### src/rtl/ea_pkg.sv
package ea_pkg;
   typedef enum logic [1:0] {
      SQ_IDLE = 2'd0,
      SQ_PRD  = 2'd1,
      SQ_PWT  = 2'd2,
      SQ_PWB  = 2'd3
   } ea_seq_e;

   localparam int OPC_W = 3;
   localparam logic [2:0] OPC_JMS = 3'd4;
   localparam logic [2:0] OPC_JMP = 3'd5;
endpackage

### src/rtl/ea_page_form.sv
module ea_page_form #(
   parameter int WORD_W    = 12,
   parameter int OFFS_W    = 7,
   parameter bit AUTO_EN   = 1'b1,
   parameter int AUTO_BASE = 8
) (
   input  logic [WORD_W-1:0] instr,
   input  logic [WORD_W-1:0] fetch_pc,
   output logic [WORD_W-1:0] page_addr,
   output logic              is_ind,
   output logic              is_jump,
   output logic              is_auto
);
   import ea_pkg::*;
   localparam int PAGE_HI = WORD_W - OFFS_W;
   localparam int BIT_PG  = OFFS_W;
   localparam int BIT_IND = OFFS_W + 1;

   logic [OPC_W-1:0] opc;
   logic             pg_sel;

   assign opc     = instr[WORD_W-1 -: OPC_W];
   assign pg_sel  = instr[BIT_PG];
   assign is_ind  = instr[BIT_IND];
   assign is_jump = (opc == OPC_JMS) || (opc == OPC_JMP);

   always_comb begin
      page_addr = '0;
      page_addr[OFFS_W-1:0] = instr[OFFS_W-1:0];
      if (pg_sel)
         page_addr[WORD_W-1:OFFS_W] = fetch_pc[WORD_W-1:OFFS_W];
   end

   generate
      if (AUTO_EN) begin : g_auto
         localparam logic [WORD_W-1:0] AB = WORD_W'(AUTO_BASE);
         assign is_auto = is_ind && (page_addr[WORD_W-1:3] == AB[WORD_W-1:3]);
      end else begin : g_noauto
         assign is_auto = 1'b0;
      end
   endgenerate

   logic unused_ok;
   assign unused_ok = ^{PAGE_HI[0]};
endmodule

### src/rtl/ea_field_regs.sv
module ea_field_regs #(
   parameter int WORD_W    = 12,
   parameter int FIELD_W   = 3,
   parameter int DEV_W     = 6,
   parameter int DEV_GROUP = 2
) (
   input  logic               clk,
   input  logic               rst_n,
   input  logic               iot_valid,
   input  logic [DEV_W-1:0]   iot_dev,
   input  logic [2:0]         iot_pulse,
   input  logic               jump_commit,
   output logic [FIELD_W-1:0] df_q,
   output logic [FIELD_W-1:0] if_q,
   output logic [FIELD_W-1:0] ib_q,
   output logic               rd_valid,
   output logic [WORD_W-1:0]  rd_word
);
   localparam int RD_LSB = WORD_W - 9;
   localparam int SUB_W  = DEV_W - 3;
   localparam logic [SUB_W-1:0] GRP = SUB_W'(DEV_GROUP);

   logic               in_grp, set_df, set_ib, rd_df, rd_if;
   logic [FIELD_W-1:0] new_fld, rd_sel;

   assign in_grp  = iot_valid && (iot_dev[DEV_W-1:3] == GRP);
   assign new_fld = iot_dev[FIELD_W-1:0];
   assign set_df  = in_grp && !iot_pulse[2] && iot_pulse[0];
   assign set_ib  = in_grp && !iot_pulse[2] && iot_pulse[1];
   assign rd_df   = in_grp && (iot_pulse == 3'd4) && (iot_dev[2:0] == 3'd1);
   assign rd_if   = in_grp && (iot_pulse == 3'd4) && (iot_dev[2:0] == 3'd2);
   assign rd_sel  = rd_df ? df_q : if_q;

   always_ff @(posedge clk or negedge rst_n) begin
      if (!rst_n) begin
         df_q     <= '0;
         if_q     <= '0;
         ib_q     <= '0;
         rd_valid <= 1'b0;
         rd_word  <= '0;
      end else begin
         if (jump_commit) if_q <= ib_q;
         if (set_df)      df_q <= new_fld;
         if (set_ib)      ib_q <= new_fld;
         rd_valid <= rd_df || rd_if;
         rd_word  <= '0;
         if (rd_df || rd_if)
            rd_word <= WORD_W'(rd_sel) << RD_LSB;
      end
   end
endmodule

### src/rtl/ea_ptr_seq.sv
module ea_ptr_seq #(
   parameter int WORD_W  = 12,
   parameter int FIELD_W = 3
) (
   input  logic                      clk,
   input  logic                      rst_n,
   input  logic                      start,
   input  logic [WORD_W-1:0]         page_addr,
   input  logic                      is_ind,
   input  logic                      is_jump,
   input  logic                      is_auto,
   input  logic [FIELD_W-1:0]        if_fld,
   input  logic [FIELD_W-1:0]        df_fld,
   input  logic [FIELD_W-1:0]        ib_fld,
   output logic                      mem_req,
   output logic                      mem_we,
   output logic [FIELD_W+WORD_W-1:0] mem_addr,
   output logic [WORD_W-1:0]         mem_wdata,
   input  logic                      mem_rvalid,
   input  logic [WORD_W-1:0]         mem_rdata,
   output logic                      jump_commit,
   output logic                      done,
   output logic [FIELD_W+WORD_W-1:0] addr,
   output logic                      jump_out
);
   import ea_pkg::*;

   ea_seq_e            st;
   logic [WORD_W-1:0]  pa_q, ptr_q, fin_low;
   logic               jmp_q, auto_q, fin, fin_jmp, fin_ind;
   logic [FIELD_W-1:0] fin_fld;

   always_comb begin
      fin     = 1'b0;
      fin_low = page_addr;
      fin_jmp = is_jump;
      fin_ind = 1'b0;
      unique case (st)
         SQ_IDLE: fin = start && !is_ind;
         SQ_PWT: begin
            fin     = mem_rvalid && !auto_q;
            fin_low = mem_rdata;
            fin_jmp = jmp_q;
            fin_ind = 1'b1;
         end
         SQ_PWB: begin
            fin     = 1'b1;
            fin_low = ptr_q;
            fin_jmp = jmp_q;
            fin_ind = 1'b1;
         end
         default: fin = 1'b0;
      endcase
      if (fin_jmp)      fin_fld = ib_fld;
      else if (fin_ind) fin_fld = df_fld;
      else              fin_fld = if_fld;
   end

   assign jump_commit = fin && fin_jmp;
   assign mem_req     = (st == SQ_PRD) || (st == SQ_PWB);
   assign mem_we      = (st == SQ_PWB);
   assign mem_addr    = {if_fld, pa_q};
   assign mem_wdata   = ptr_q;

   always_ff @(posedge clk or negedge rst_n) begin
      if (!rst_n) begin
         st       <= SQ_IDLE;
         pa_q     <= '0;
         ptr_q    <= '0;
         jmp_q    <= 1'b0;
         auto_q   <= 1'b0;
         done     <= 1'b0;
         addr     <= '0;
         jump_out <= 1'b0;
      end else begin
         done <= fin;
         if (fin) begin
            addr     <= {fin_fld, fin_low};
            jump_out <= fin_jmp;
         end
         unique case (st)
            SQ_IDLE: if (start && is_ind) begin
               pa_q   <= page_addr;
               jmp_q  <= is_jump;
               auto_q <= is_auto;
               st     <= SQ_PRD;
            end
            SQ_PRD: st <= SQ_PWT;
            SQ_PWT: if (mem_rvalid) begin
               if (auto_q) begin
                  ptr_q <= mem_rdata + 1'b1;
                  st    <= SQ_PWB;
               end else begin
                  st <= SQ_IDLE;
               end
            end
            SQ_PWB: st <= SQ_IDLE;
            default: st <= SQ_IDLE;
         endcase
      end
   end
endmodule

### src/rtl/paged_ea_unit.sv
module paged_ea_unit #(
   parameter int WORD_W    = 12,
   parameter int OFFS_W    = 7,
   parameter int FIELD_W   = 3,
   parameter int DEV_W     = 6,
   parameter int DEV_GROUP = 2,
   parameter bit AUTO_EN   = 1'b1,
   parameter int AUTO_BASE = 8
) (
   input  logic                      clk,
   input  logic                      rst_n,
   input  logic                      ea_start,
   input  logic [WORD_W-1:0]         ea_instr,
   input  logic [WORD_W-1:0]         ea_fetch_pc,
   input  logic                      iot_valid,
   input  logic [DEV_W-1:0]          iot_dev,
   input  logic [2:0]                iot_pulse,
   output logic                      mem_req,
   output logic                      mem_we,
   output logic [FIELD_W+WORD_W-1:0] mem_addr,
   output logic [WORD_W-1:0]         mem_wdata,
   input  logic                      mem_rvalid,
   input  logic [WORD_W-1:0]         mem_rdata,
   output logic                      ea_done,
   output logic [FIELD_W+WORD_W-1:0] ea_addr,
   output logic                      ea_jump,
   output logic                      fld_rd_valid,
   output logic [WORD_W-1:0]         fld_rd_word,
   output logic [FIELD_W-1:0]        field_df,
   output logic [FIELD_W-1:0]        field_if,
   output logic [FIELD_W-1:0]        field_ib
);
   generate
      if (OFFS_W + 2 + 3 > WORD_W) begin : g_bad_offs
         $error("offset, page and indirect bits do not fit under the opcode");
      end
      if (FIELD_W > 3 || FIELD_W < 1) begin : g_bad_fld
         $error("field width must be 1 to 3");
      end
      if (WORD_W < 9 || DEV_W < 4) begin : g_bad_word
         $error("word or device code too narrow");
      end
   endgenerate

   logic [WORD_W-1:0] page_addr;
   logic              is_ind, is_jump, is_auto, jump_commit;

   ea_page_form #(
      .WORD_W(WORD_W), .OFFS_W(OFFS_W), .AUTO_EN(AUTO_EN), .AUTO_BASE(AUTO_BASE)
   ) u_page (
      .instr(ea_instr), .fetch_pc(ea_fetch_pc), .page_addr(page_addr),
      .is_ind(is_ind), .is_jump(is_jump), .is_auto(is_auto)
   );

   ea_field_regs #(
      .WORD_W(WORD_W), .FIELD_W(FIELD_W), .DEV_W(DEV_W), .DEV_GROUP(DEV_GROUP)
   ) u_fld (
      .clk(clk), .rst_n(rst_n), .iot_valid(iot_valid), .iot_dev(iot_dev),
      .iot_pulse(iot_pulse), .jump_commit(jump_commit),
      .df_q(field_df), .if_q(field_if), .ib_q(field_ib),
      .rd_valid(fld_rd_valid), .rd_word(fld_rd_word)
   );

   ea_ptr_seq #(
      .WORD_W(WORD_W), .FIELD_W(FIELD_W)
   ) u_seq (
      .clk(clk), .rst_n(rst_n), .start(ea_start), .page_addr(page_addr),
      .is_ind(is_ind), .is_jump(is_jump), .is_auto(is_auto),
      .if_fld(field_if), .df_fld(field_df), .ib_fld(field_ib),
      .mem_req(mem_req), .mem_we(mem_we), .mem_addr(mem_addr),
      .mem_wdata(mem_wdata), .mem_rvalid(mem_rvalid), .mem_rdata(mem_rdata),
      .jump_commit(jump_commit), .done(ea_done), .addr(ea_addr), .jump_out(ea_jump)
   );
endmodule

### config.mk
export PLATFORM = sky130hd
export DESIGN_NAME = paged_ea_unit
export DESIGN_NICKNAME = d
export VERILOG_FILES = /design/src/rtl/ea_pkg.sv /design/src/rtl/ea_page_form.sv /design/src/rtl/ea_field_regs.sv /design/src/rtl/ea_ptr_seq.sv /design/src/rtl/paged_ea_unit.sv
export SDC_FILE = /design/constraint.sdc
export NUM_CORES = 1
export LEC_CHECK = 0
export ABC_AREA = 1
export BUFFER_PORTS_ARGS = -buffer_cell sky130_fd_sc_hd__buf_4
export CORE_ASPECT_RATIO = 0.9
export CORE_MARGIN = 3
export CORE_UTILIZATION = 48
export DETAILED_ROUTE_END_ITERATION = 7
export PLACE_DENSITY = 0.86
export SYNTH_ARGS = -nofsm -noshare
export SYNTH_HDL_FRONTEND = slang
export SYNTH_SLANG_ARGS = --single-unit
### constraint.sdc
create_clock -name clk -period 1.4 [get_ports clk]
set_input_delay 0.28 -clock clk [delete_from_list [all_inputs] [get_ports clk]]
set_output_delay 0.28 -clock clk [all_outputs]
set_load 0.05 [all_outputs]
**After elaboration in Yosys (flattened, before gate mapping)**

Index checks and enable logic that the tools add are counted.

- Register bits after elaboration: 61
- Input bits: 50
- Output and inout port bits: 68
- Word-level logic and storage cells: 62

- Add/sub/neg operators: 1
- Equal/unequal tests: 12
- Multiplexer cells: 13
- Reductions and logical operators: 23

Operators by type and width:

| kind | count |
|---|---|
| $pmux 12 s2 | 1 |
| $add 12x1->12 const B | 1 |
| $logic_and 1x1->1 | 12 |
| $eq 3x3->1 const B | 3 |
| $eq 9x1->1 const B | 1 |
| $mux 3 | 3 |
| $pmux 2 s4 | 1 |
| $eq 3x2->1 const B | 2 |
| $mux 2 | 3 |
| $mux 6 | 1 |
| $mux 5 | 1 |
| $eq 2x2->1 const B | 2 |
| $reduce_and 2->1 | 2 |
| $eq 3x1->1 const B | 1 |
| $logic_not 1->1 | 3 |
| $logic_or 1x1->1 | 3 |
| $pmux 1 s3 | 1 |
| $reduce_and 3->1 | 1 |
| $eq 2x1->1 const B | 1 |
| $logic_not 2->1 | 1 |
| $mux 1 | 2 |
| $ne 2x1->1 const B | 1 |
| $ne 2x2->1 const B | 1 |
| $reduce_or 2->1 | 1 |

**Longest topological paths before layout**

Gate-level depths: netlist (run 1).

- Depth after elaboration: 6
- Gate-level depth with buffers: 8
- Mapped depth without buffers: 8

**Modules after synthesis**

From an unflattened synthesis (run 1), not the netlist that was laid out.

- Cells, all modules: 403
- Area, all modules: 3176.8 µm²

Modules (own cells, without submodules):

| module | times used | cells each | area an instance (µm²) | seq. area each (µm²) |
|---|---|---|---|---|
| ea_ptr_seq | 1 | 306 | 2374.8 | 1126.1 |
| ea_field_regs | 1 | 66 | 651.9 | 325.3 |
| ea_page_form | 1 | 31 | 150.1 | 0.0 |

**Worst setup path before layout (run 1)**

Ideal clock, no wire load.

- Kind: reg-to-reg
- Start point: register u_seq.st[1]
- End point: register u_seq.addr[0]
- Setup time: 123 ps
- Arrival: 1289 ps
- Data required time: 1277 ps
- Path slack: -12 ps
- Cell stages (with the launch flop): 8
- Path buffers: 1
- Clock period less this slack: 1412 ps
- Path through: dfrtp_1 > buf_2 > nand2_2 > inv_1 > nand2_1 > o21ai_0 > o21ai_0 > nand2_1

- Cells in the longest elaborated chain, start to end: 2
- Elaborated cells between the ends (all ways): 5
- Those cells by class: eq/ne: 2; mux: 2; reduce/logical: 1

Ends and longest elaborated chain:

| element | line | source |
|---|---|---|
| start: declaration | ea_ptr_seq.sv:28 | `ea_seq_e st;` |
| start signal: assignment | ea_ptr_seq.sv:67 | `st <= SQ_IDLE;` |
| start signal: assignment | ea_ptr_seq.sv:86 | `st <= SQ_PRD;` |
| start signal: assignment | ea_ptr_seq.sv:88 | `SQ_PRD: st <= SQ_PWT;` |
| $eq 2x2->1 (*) | n/a |  |
| net mem_we | paged_ea_unit.sv:19 | `output logic mem_we,` |
| $pmux 1 s3 or $pmux 12 s2 (tied branches) | ea_ptr_seq.sv:38 | `unique case (st)` |
| end signal: assignment | ea_ptr_seq.sv:78 | `addr <= {fin_fld, fin_low};` |
| end: declaration | ea_ptr_seq.sv:23 | `output logic [FIELD_W+WORD_W-1:0] addr,` |

The timed path passes the listed nets; every way through them passes the cells marked *.
A chain may end at the register's enable or synchronous reset.

**Worst setup path after layout (run 1)**

- Start point: register u_seq.st[1]
- End point: output port mem_we

- Cells in the longest elaborated chain, start to end: 1

Ends and longest elaborated chain:

| element | line | source |
|---|---|---|
| $eq 2x2->1 | ea_ptr_seq.sv:61 | `assign mem_we = (st == SQ_PWB);` |
| end: declaration | paged_ea_unit.sv:19 |  |

Every way passes these cells.

==> impl_metrics.toml, run 1 <==
[worst_setup_path]
rr_worst_depth = 6
critPathMaxStageDelay_ps = 460
r2r_slack_ps = 10
crit_required_ps = 1120
worstSetupPathDepth = 3
path_cells = "nand2_4 -> clkinvlp_4 -> buf_8"
path_buf_inv = 2
cp_slowest_cell = "dfrtp_2"
r2r-end = "u_seq.addr[0]$_DFFE_PN0P_"
path_max_fanout = 5
startpoint = "u_seq.st[1]$_DFFE_PN0P_"
timing.rr.start = "u_seq.st[0]$_DFFE_PN0P_"
critPathTopFamily = "flip-flops"
crit_type = "reg -> out"
cp-end-kind = "primary output"
start_kind = "flip-flop"
crit_end = "mem_we"
arrival_ps = 1190

[floorplan]
die_w_um = 88.31
rows = 26
core_um2 = 5791
start_util = 0.5054
die_y_um = 80.08
design.die.area_um2 = 7071
num_io_pins = 118

[layout]
area_growth_pct = 40.83
antenna_cells = 0
layout-drive-gt1-share = 0.2937
fin_util = 0.7118
fin_cells = 574
finalNetCount = 550

[grt]
grt_pass1_wl_mm = 14.13
overflow = 0
antenna_found_initial = 0
grt_pass1_vias = 2995
grt_util_all_layers = 0.2616
grt_max_degree = 38

[sta]
finalCriticalPeriod_ps = 1472
fmax_mhz = 679.4
holdWs_ps = 183.9
slew_viol_final = 0
hold_viol_final = 0
period_share = 1.051
layout_setup_ws_ps = -71.96
skew_ps = 6.040
rsz0062_at_grt = "true"
setup_viol = 1

[detailed_routing]
drc = 0
drtAntennaViolNets = 0
wire_per_inst_um = 15.66
drtPass1Iterations = 7
vias = 3128
viasPerCell = 5.449
drtIter0Drc = 277
wirelength_mm = 8.990

[synthesis]
synth_top_cell_by_area = "dfrtp_1"
synth_area_leaders = "dfrtp_1 50%, nand2_1 19%, o21ai_0 6.8%"
avgSynthCellArea_um2 = 7.661
ys_types = 29
synth_edf_count = 0
synth_top_area_share = 0.4959
syn_inst = 382
ys_warn_count = 0
netlist_area_um2 = 2927
synth_seq_cells = 58
ys_seq_area_frac = 0.4959
ys_async_sr_fraction = 1.000
synth_ff_type = "dfrtp_1"

[status]
violations = "setup timing"
outcome = "finished, violations left"

[pwr]
peakVddDrop_uv = 1374
p_leak_nw = 2.288
p_per_area_nw_per_um2 = 1959

[cts]
clk_pin_slew_ps = 60
h-tree-depth = 3
root_buffer = "clkbuf_8"
clockBufferDepth = 2
clock_sinks = 58
cts_tree = "done"
cts_buffers = 9
insertion_delay_ps = 350

[place]
hpwl_mm = 6.336
io_buffers = 100
routabilityCongestion = 0.9169
place_inst = 553
dp_slack_ps = 20.00

[min_path]
holdCritPathClass = "in -> reg"

[flow_run]
drv_cap = 0
[cell families after synthesis]
kind of cell | count (synthesis) | synth area share
compound gates | 55 | 0.1060
xor+xnor | 1 | 0.002993
fa+ha+maj | 1 | 0.004275
buf+inv | 57 | 0.09406
flops | 58 | 0.4959
other cells | 1 | 0.001281
simple gates | 209 | 0.2954
[sequential cells by signal, summed over array words and instances (netlist names)]
register,flops
u_fld.rd_valid,1
u_seq.st,2
u_seq.jmp_q,1
u_seq.addr,15
u_seq.jump_out,1
u_fld.df_q,3
u_seq.pa_q,12
u_seq.done,1
u_fld.rd_word,3
u_seq.mem_wdata,12
u_fld.ib_q,3
u_fld.if_q,3
u_seq.auto_q,1
[stage by stage]
step	TNS (ps)	area [um^2]	power, mW
CTS	-34.25	4094	8.037
finish	-71.96	4121	8.073
global placement	0	3785	5.965
detailed placement	0	3785	6.040
global route	-594.6	4121	8.443
floorplan	0	2972	4.877
[timing repair]
item | CTS | global route
setup buffers | 3 | 1
hold endpoints to repair | 21 | 0
resized for setup | 5 | 7
hold buffers | 1 | 0
pin swaps | 2 | 2
endpoints found under the setup margin | 4 | 36
[power breakdown]
part	leakage, nW	internal (mW)	switching [mW]
clock network	0.129	1.27	0.678
registers	0.732	2.11	0.349
logic	1.43	1.06	2.60
[cell usage in the layout (no fill, tap or decap), types with 3 or more instances in the layout]
master and n:
buf_4 115, bufinv_16 3, clkbuf_8 11, clkinv_2 3
conb_1 9, dfrtp_1 56, inv_1 32, nand2_1 144
nand3_1 23, nand4_1 3, nor2_1 27, o211ai_1 6
o21ai_0 34, o21ai_1 7, o221ai_1 3, o22ai_1 3
[metal layers]
| metal | GRT usage | share of wire | vias to the layer above | routed length (um) |
|---|---|---|---|---|
| met5 | 0 | 0 | - | 0 |
| met4 | 0.1299 | 0.043 | 0 | 390 |
| met3 | 0.06769 | 0.090 | 41 | 811 |
| met2 | 0.4058 | 0.47 | 205 | 4237 |
| met1 | 0.3375 | 0.39 | 1447 | 3550 |
| li1 | - | - | 1435 | - |
[final cells by class]
type                            instances  area, um^2
Inverter                               35       136.4
Fill cell                             417        1669
Tap cell                               70       87.58
Sequential cell                        58        1454
Multi-Input combinational cell        275        1252
Clock buffer                           11       151.4
Timing Repair Buffer                  120       939.7
Clock inverter                          5       100.1
[worst min-delay path by stage]
stage | startpoint | endpoint | cells past startpoint | slack (ps)
6_report | mem_rvalid | u_seq.st[1]$_DFFE_PN0P_ | 2 | 180
5_1_grt | mem_rdata[0] | u_seq.mem_wdata[0]$_DFFE_PN0P_ | 2 | 190
4_1_cts | mem_rvalid | u_seq.st[1]$_DFFE_PN0P_ | 2 | 190
3_5_place_dp | rst_n | u_seq.pa_q[0]$_DFFE_PN0P_ | 1 | 200
3_3_place_gp | rst_n | u_seq.pa_q[0]$_DFFE_PN0P_ | 1 | 180
2_1_floorplan | rst_n | u_fld.df_q[0]$_DFFE_PN0P_ | 0 | -20
[synthesized netlist by cell type, types with 2 or more instances]
cell type,count
nand2_1,146
dfrtp_1,58
o21ai_0,40
inv_1,33
nor2_1,27
nand3_1,24
buf_4,15
o211ai_1,6
buf_2,4
clkbuf_1,3
nand4_1,3
o221ai_1,3
o22ai_1,3
inv_2,2
No activity file was read; power rests on OpenSTA's default activity.
==> inputs of run 2 (changes only) <==
--- a/config.mk
+++ b/config.mk
@@ -9,9 +9,10 @@
 export BUFFER_PORTS_ARGS = -buffer_cell sky130_fd_sc_hd__buf_4
 export CORE_ASPECT_RATIO = 0.9
 export CORE_MARGIN = 3
-export CORE_UTILIZATION = 48
+export CORE_UTILIZATION = 51
 export DETAILED_ROUTE_END_ITERATION = 7
-export PLACE_DENSITY = 0.86
+export GPL_TIMING_DRIVEN = 0
+export PLACE_DENSITY = 0.91
 export SYNTH_ARGS = -nofsm -noshare
 export SYNTH_HDL_FRONTEND = slang
 export SYNTH_SLANG_ARGS = --single-unit
==> constraint.sdc (replaced) <==
create_clock -name clk -period 1.7 [get_ports clk]
set_input_delay 0.34 -clock clk [delete_from_list [all_inputs] [get_ports clk]]
set_output_delay 0.34 -clock clk [all_outputs]
set_load 0.05 [all_outputs]
==> run 2 against run 1 <==
The run now ends clean. Clock skew is 5.8 ps higher. Non-clock buffer count is 3 higher. Cell area fell by 1.9%. Sequential power decreased by 18%. Die area down 5.5%. Cell count did not move. Setup slack gained 140 ps. Register-to-register slack better by 60 ps. Power is 20% lower. Sequential share of layout area rose by 0.63 points. Critical endpoint is now u_seq.addr[10]$_DFFE_PN0P_.
==> impl_metrics.toml, run 2 (synthesis results as in run 1) <==
[status]
outcome = "complete, no violations"

[worst_setup_path]
crit_type = "reg -> reg"
start_kind = "flip-flop"
r2r-end = "u_seq.addr[10]$_DFFE_PN0P_"
startpoint = "u_seq.st[1]$_DFFE_PN0P_"
path_max_fanout = 10
arrival_ps = 1840
rr_worst_depth = 5
timing.rr.start = "u_seq.st[1]$_DFFE_PN0P_"
cp-end-kind = "flip-flop"
crit_required_ps = 1910
r2r_slack_ps = 70

[cts]
h-tree-depth = 3
cts_buffers = 9
clockBufferDepth = 2
clk_pin_slew_ps = 80
clock_sinks = 58
insertion_delay_ps = 340
root_buffer = "clkbuf_8"
cts_tree = "done"

[sta]
rsz0062_at_grt = "false"
slew_viol_final = 0
tns_ps = 0
fmax_mhz = 613.9
skew_ps = 11.85
hold_viol_final = 0
finalCriticalPeriod_ps = 1629
tightest_slew_ps = 736.5
period_share = 0.9582
slew_headroom = 0.5090
setup_viol = 0

[detailed_routing]
wirelength_mm = 8.932
wire_per_inst_um = 15.56
drtIter0Drc = 323
viasPerCell = 5.416
drtPass1Iterations = 5
drc = 0
vias = 3109
drtAntennaViolNets = 0

[floorplan]
rows = 25
die_w_um = 85.85
start_util = 0.5408
die_y_um = 77.87
design.die.area_um2 = 6685
core_um2 = 5411
num_io_pins = 118

[grt]
grt_pass1_wl_mm = 13.94
overflow = 0
grt_pass1_vias = 2839
grt_max_degree = 59
antenna_found_initial = 0
grt_util_all_layers = 0.2690

[layout]
fin_cells = 574
regArea_um2 = 1453
area_growth_pct = 38.22
top_register = "u_seq.addr"
multi_input_area_um2 = 1235
nFillCells = 385
finalNetCount = 553
layout-drive-gt1-share = 0.2880
layout_common_cells = "146 x nand2_1, 115 x buf_4, 57 x dfrtp_1"
final_area_um2 = 4045
largest_reg_flops = 15
final_common_cell = "nand2_1"
antenna_cells = 0

[pwr]
p_leak_nw = 2.275
peakVddDrop_uv = 966.0
p_per_area_nw_per_um2 = 1601

[place]
place_inst = 557
placed_cell_area_um2 = 3791
routabilityCongestion = 0.8752
io_buffers = 100
hpwl_mm = 6.444

[flow_run]
drv_cap = 0

[min_path]
holdCritPathClass = "in -> async"
## run 2: changes by cell type in the layout (fill, tap and decap cells not counted), moves of 3 or more
cell	delta
o21ai_0	+6
o21ai_1	-6
buf_2	+3
clkbuf_1	+3
## run 2: layer usage
layer  share of wire  global-route usage  vias to the layer above
met1            0.39              0.3443                     1430
met5               0                   0                        -
met2            0.49              0.4511                      206
li1                -                   -                     1441
met4           0.025             0.07753                        0
met3           0.097             0.06688                       32
## run 2: worst max-delay path, cell delays in order (launching register included)
cell      delay [ps]
dfrtp_1          380
buf_6            170
clkbuf_1         410
o21ai_0          190
o21ai_0          280
nand2_1           80
## run 2: how the worst max path moves through the flow
stage                                 end  slack [ps]  cells past startpoint
4_1_cts                            mem_we          50                      4
3_5_place_dp   u_seq.addr[10]$_DFFE_PN0P_         100                      5
2_1_floorplan   u_seq.addr[0]$_DFFE_PN0P_         290                      7
6_report       u_seq.addr[10]$_DFFE_PN0P_          70                      5
3_3_place_gp   u_seq.addr[10]$_DFFE_PN0P_         160                      5
5_1_grt        u_seq.addr[10]$_DFFE_PN0P_          10                      5
## run 2: cell type report
class / count / share of cell area
clock buffer: 10 / 0.03402
sequential: 58 / 0.3591
multi-input combinational: 275 / 0.3053
clock inverter: 6 / 0.02227
tap: 67 / 0.02072
inverter: 35 / 0.03310
buffer: 22 / 0.03712
timing repair buffer: 101 / 0.1884
## run 2: metrics by stage
stage	total power, mW	hold slack (ps)	setup slack [ps]	utilization
2_1_floorplan	4.001	44.41	288.1	-
3_3_place_gp	4.918	431.9	164.2	0.7006
3_5_place_dp	4.993	440.3	96.19	0.7006
4_1_cts	6.466	69.22	52.00	0.7452
5_1_grt	6.754	90.21	9.978	0.7475
6_report	6.478	50.28	71.10	0.7475
## run 2: what timing repair did
action,4_1_cts,5_1_grt
endpoints found under the setup margin,1,1
hold buffers,0,0
gates resized for setup,5,3
pin swaps,0,1
setup buffers,0,1
## run 2: report_power, final
part	total [mW]	leakage, nW	switching (mW)	internal, mW
clock network	1.44	0.112	0.570	0.866
logic	3.02	1.43	2.15	0.872
registers	2.02	0.734	0.284	1.74
total	6.48	2.27	3.00	3.47
==> inputs of run 3 (changes only) <==
--- a/config.mk
+++ b/config.mk
@@ -5,7 +5,6 @@
 export SDC_FILE = /design/constraint.sdc
 export NUM_CORES = 1
 export LEC_CHECK = 0
-export ABC_AREA = 1
 export BUFFER_PORTS_ARGS = -buffer_cell sky130_fd_sc_hd__buf_4
 export CORE_ASPECT_RATIO = 0.9
 export CORE_MARGIN = 3
==> run 3 against run 2 <==
Critical endpoint is now mem_we. Combinational power increased by 11%. Register-to-register slack better by 50 ps. Power up 1.1%. Clock power is 23% lower. Highest routed layer unchanged.
==> impl_metrics.toml, run 3 <==
[grt]
grt_pass1_vias = 2558
grt_pass1_wl_mm = 12.41
antenna_found_initial = 0
overflow = 0
grt_max_degree = 59
grt_util_all_layers = 0.2386

[synthesis]
avgSynthCellArea_um2 = 10.14
netlist_area_um2 = 2919
ys_types = 38
ys_async_sr_fraction = 1.000
synth_most_common_cell = "dfrtp_1"
synth_ff_type = "dfrtp_1"
synth_area_leaders = "dfrtp_1 50%, nand2_1 7.1%, o21ai_0 6.9%"
synth_edf_count = 0
ys_warn_count = 0
syn_inst = 288
synth_top_area_share = 0.4972
synth_top_cell_by_area = "dfrtp_1"
yosys-top-cells-count = "58 x dfrtp_1, 55 x nand2_1, 40 x o21ai_0, 17 x mux2_2"
ys_seq_area_frac = 0.4972
synth_seq_cells = 58

[min_path]
holdCritPathClass = "in -> async"

[layout]
finalNetCount = 459
top_register = "u_seq.addr"
antenna_cells = 0
fin_cells = 479
largest_reg_flops = 15
multi_input_area_um2 = 1304
regArea_um2 = 1451
fin_util = 0.7400
area_growth_pct = 36.39
final_area_um2 = 3981
nFillCells = 413
layout_common_cells = "114 x buf_4, 58 x dfrtp_1, 55 x nand2_1"
final_common_cell = "buf_4"
layout-drive-gt1-share = 0.4005

[sta]
fmax_mhz = 611.0
period_share = 0.9628
holdWs_ps = 66.66
layout_setup_ws_ps = 63.27
tns_ps = 0
setup_viol = 0
tightest_slew_ps = 717.6
slew_headroom = 0.5216
skew_ps = 6.908
hold_viol_final = 0
slew_viol_final = 0
finalCriticalPeriod_ps = 1637

[place]
io_buffers = 99
routabilityCongestion = 0.7949
placed_cell_area_um2 = 3776
dp_slack_ps = 127.6
place_inst = 462
hpwl_mm = 5.783

[floorplan]
die_y_um = 77.77
die_w_um = 85.75
design.die.area_um2 = 6668
core_um2 = 5380
rows = 25
num_io_pins = 118
start_util = 0.5426

[cts]
clock_sinks = 58
clockBufferDepth = 2
root_buffer = "clkbuf_8"
cts_tree = "done"
insertion_delay_ps = 330
cts_buffers = 9
h-tree-depth = 3
clk_pin_slew_ps = 60
cts-hold-fix-buffers = 0

[status]
outcome = "complete, no violations"

[worst_setup_path]
crit_type = "reg -> out"
start_kind = "flip-flop"
arrival_ps = 1300
crit_required_ps = 1360
path_max_fanout = 10
cp-end-kind = "primary output"

[pwr]
p_per_area_nw_per_um2 = 1644
total_power_mw = 6.546
p_leak_nw = 1.973
peakVddDrop_uv = 1123

[detailed_routing]
drc = 0
wirelength_mm = 7.535
drtIter0Drc = 158
drtPass1Iterations = 4
drtAntennaViolNets = 0
viasPerCell = 5.286
vias = 2532
wire_per_inst_um = 15.73

[flow_run]
drv_cap = 0
## run 3: cell count changes after synthesis, moves of 4 or more
| cell | change |
|---|---|
| a211oi_1 | +5 |
| a21o_1 | +4 |
| a21oi_1 | +5 |
| clkbuf_1 | +4 |
| inv_1 | -29 |
| mux2_2 | +17 |
| mux2i_1 | +15 |
| nand2_1 | -91 |
| nand3_1 | -18 |
| nor2_1 | -18 |
| o211ai_1 | -6 |
| xnor2_1 | +7 |
## run 3: cell type report
cell class              instances  share of cell area
multi-input cells             205              0.3275
plain buffers                  28             0.04714
well taps                      67             0.02106
clock buffers                  12             0.03897
inverters                       4            0.003771
clock inverters                 3            0.003771
flip-flops and latches         58              0.3645
repair buffers                102              0.1933
## run 3: where the power goes
| part | total [mW] | leakage [nW] | switching, mW | internal (mW) |
|---|---|---|---|---|
| clock network | 1.11 | 0.0920 | 0.516 | 0.592 |
| registers | 2.08 | 0.751 | 0.293 | 1.78 |
| logic | 3.36 | 1.13 | 2.28 | 1.08 |
| total | 6.55 | 1.97 | 3.09 | 3.46 |
## run 3: logic make-up after synthesis
group | count (synthesis) | synth area share
AOI/OAI and AO/OA | 61 | 0.1200
xor gates and xnor gates | 10 | 0.03001
adders and majority gates | 1 | 0.004286
buffers and inverters | 33 | 0.06644
DFF | 58 | 0.4972
muxes | 35 | 0.1324
other | 1 | 0.001285
and+or+nand+nor | 89 | 0.1483
## run 3: final timing paths
path	startpoint	to	slack, ps	depth (start not counted)
worst min register to register	u_seq.addr[10]$_DFFE_PN0P_	u_seq.addr[10]$_DFFE_PN0P_	480	1
min in group clk	mem_rdata[0]	u_seq.mem_wdata[0]$_DFFE_PN0P_	240	2
worst max register to register	u_seq.st[1]$_DFFE_PN0P_	u_fld.if_q[0]$_DFFE_PN0P_	120	5
max in group asynchronous	rst_n	u_seq.mem_wdata[5]$_DFFE_PN0P_	1160	1
worst min-delay path	rst_n	u_seq.addr[12]$_DFFE_PN0P_	70	1
worst max-delay path	u_seq.st[0]$_DFFE_PN0P_	mem_we	60	4
## run 3: per-layer routing
layer,up-vias,share of wire,GRT usage
met5,-,0,0
li1,1199,-,-
met1,1209,0.40,0.2922
met4,0,0.017,0.08386
met2,111,0.50,0.3905
met3,13,0.085,0.08280
## run 3: worst max-delay path: stages, from the launching register on
cell     delay (ps)
dfrtp_1         380
buf_6           140
buf_8           140
and2_1          150
buf_6           150
## run 3: what timing repair did
item / in CTS / in global routing
endpoints found under the setup margin: 1 / 10
resized for setup: 2 / 5
setup buffers: 0 / 3
pin swaps: 0 / 0
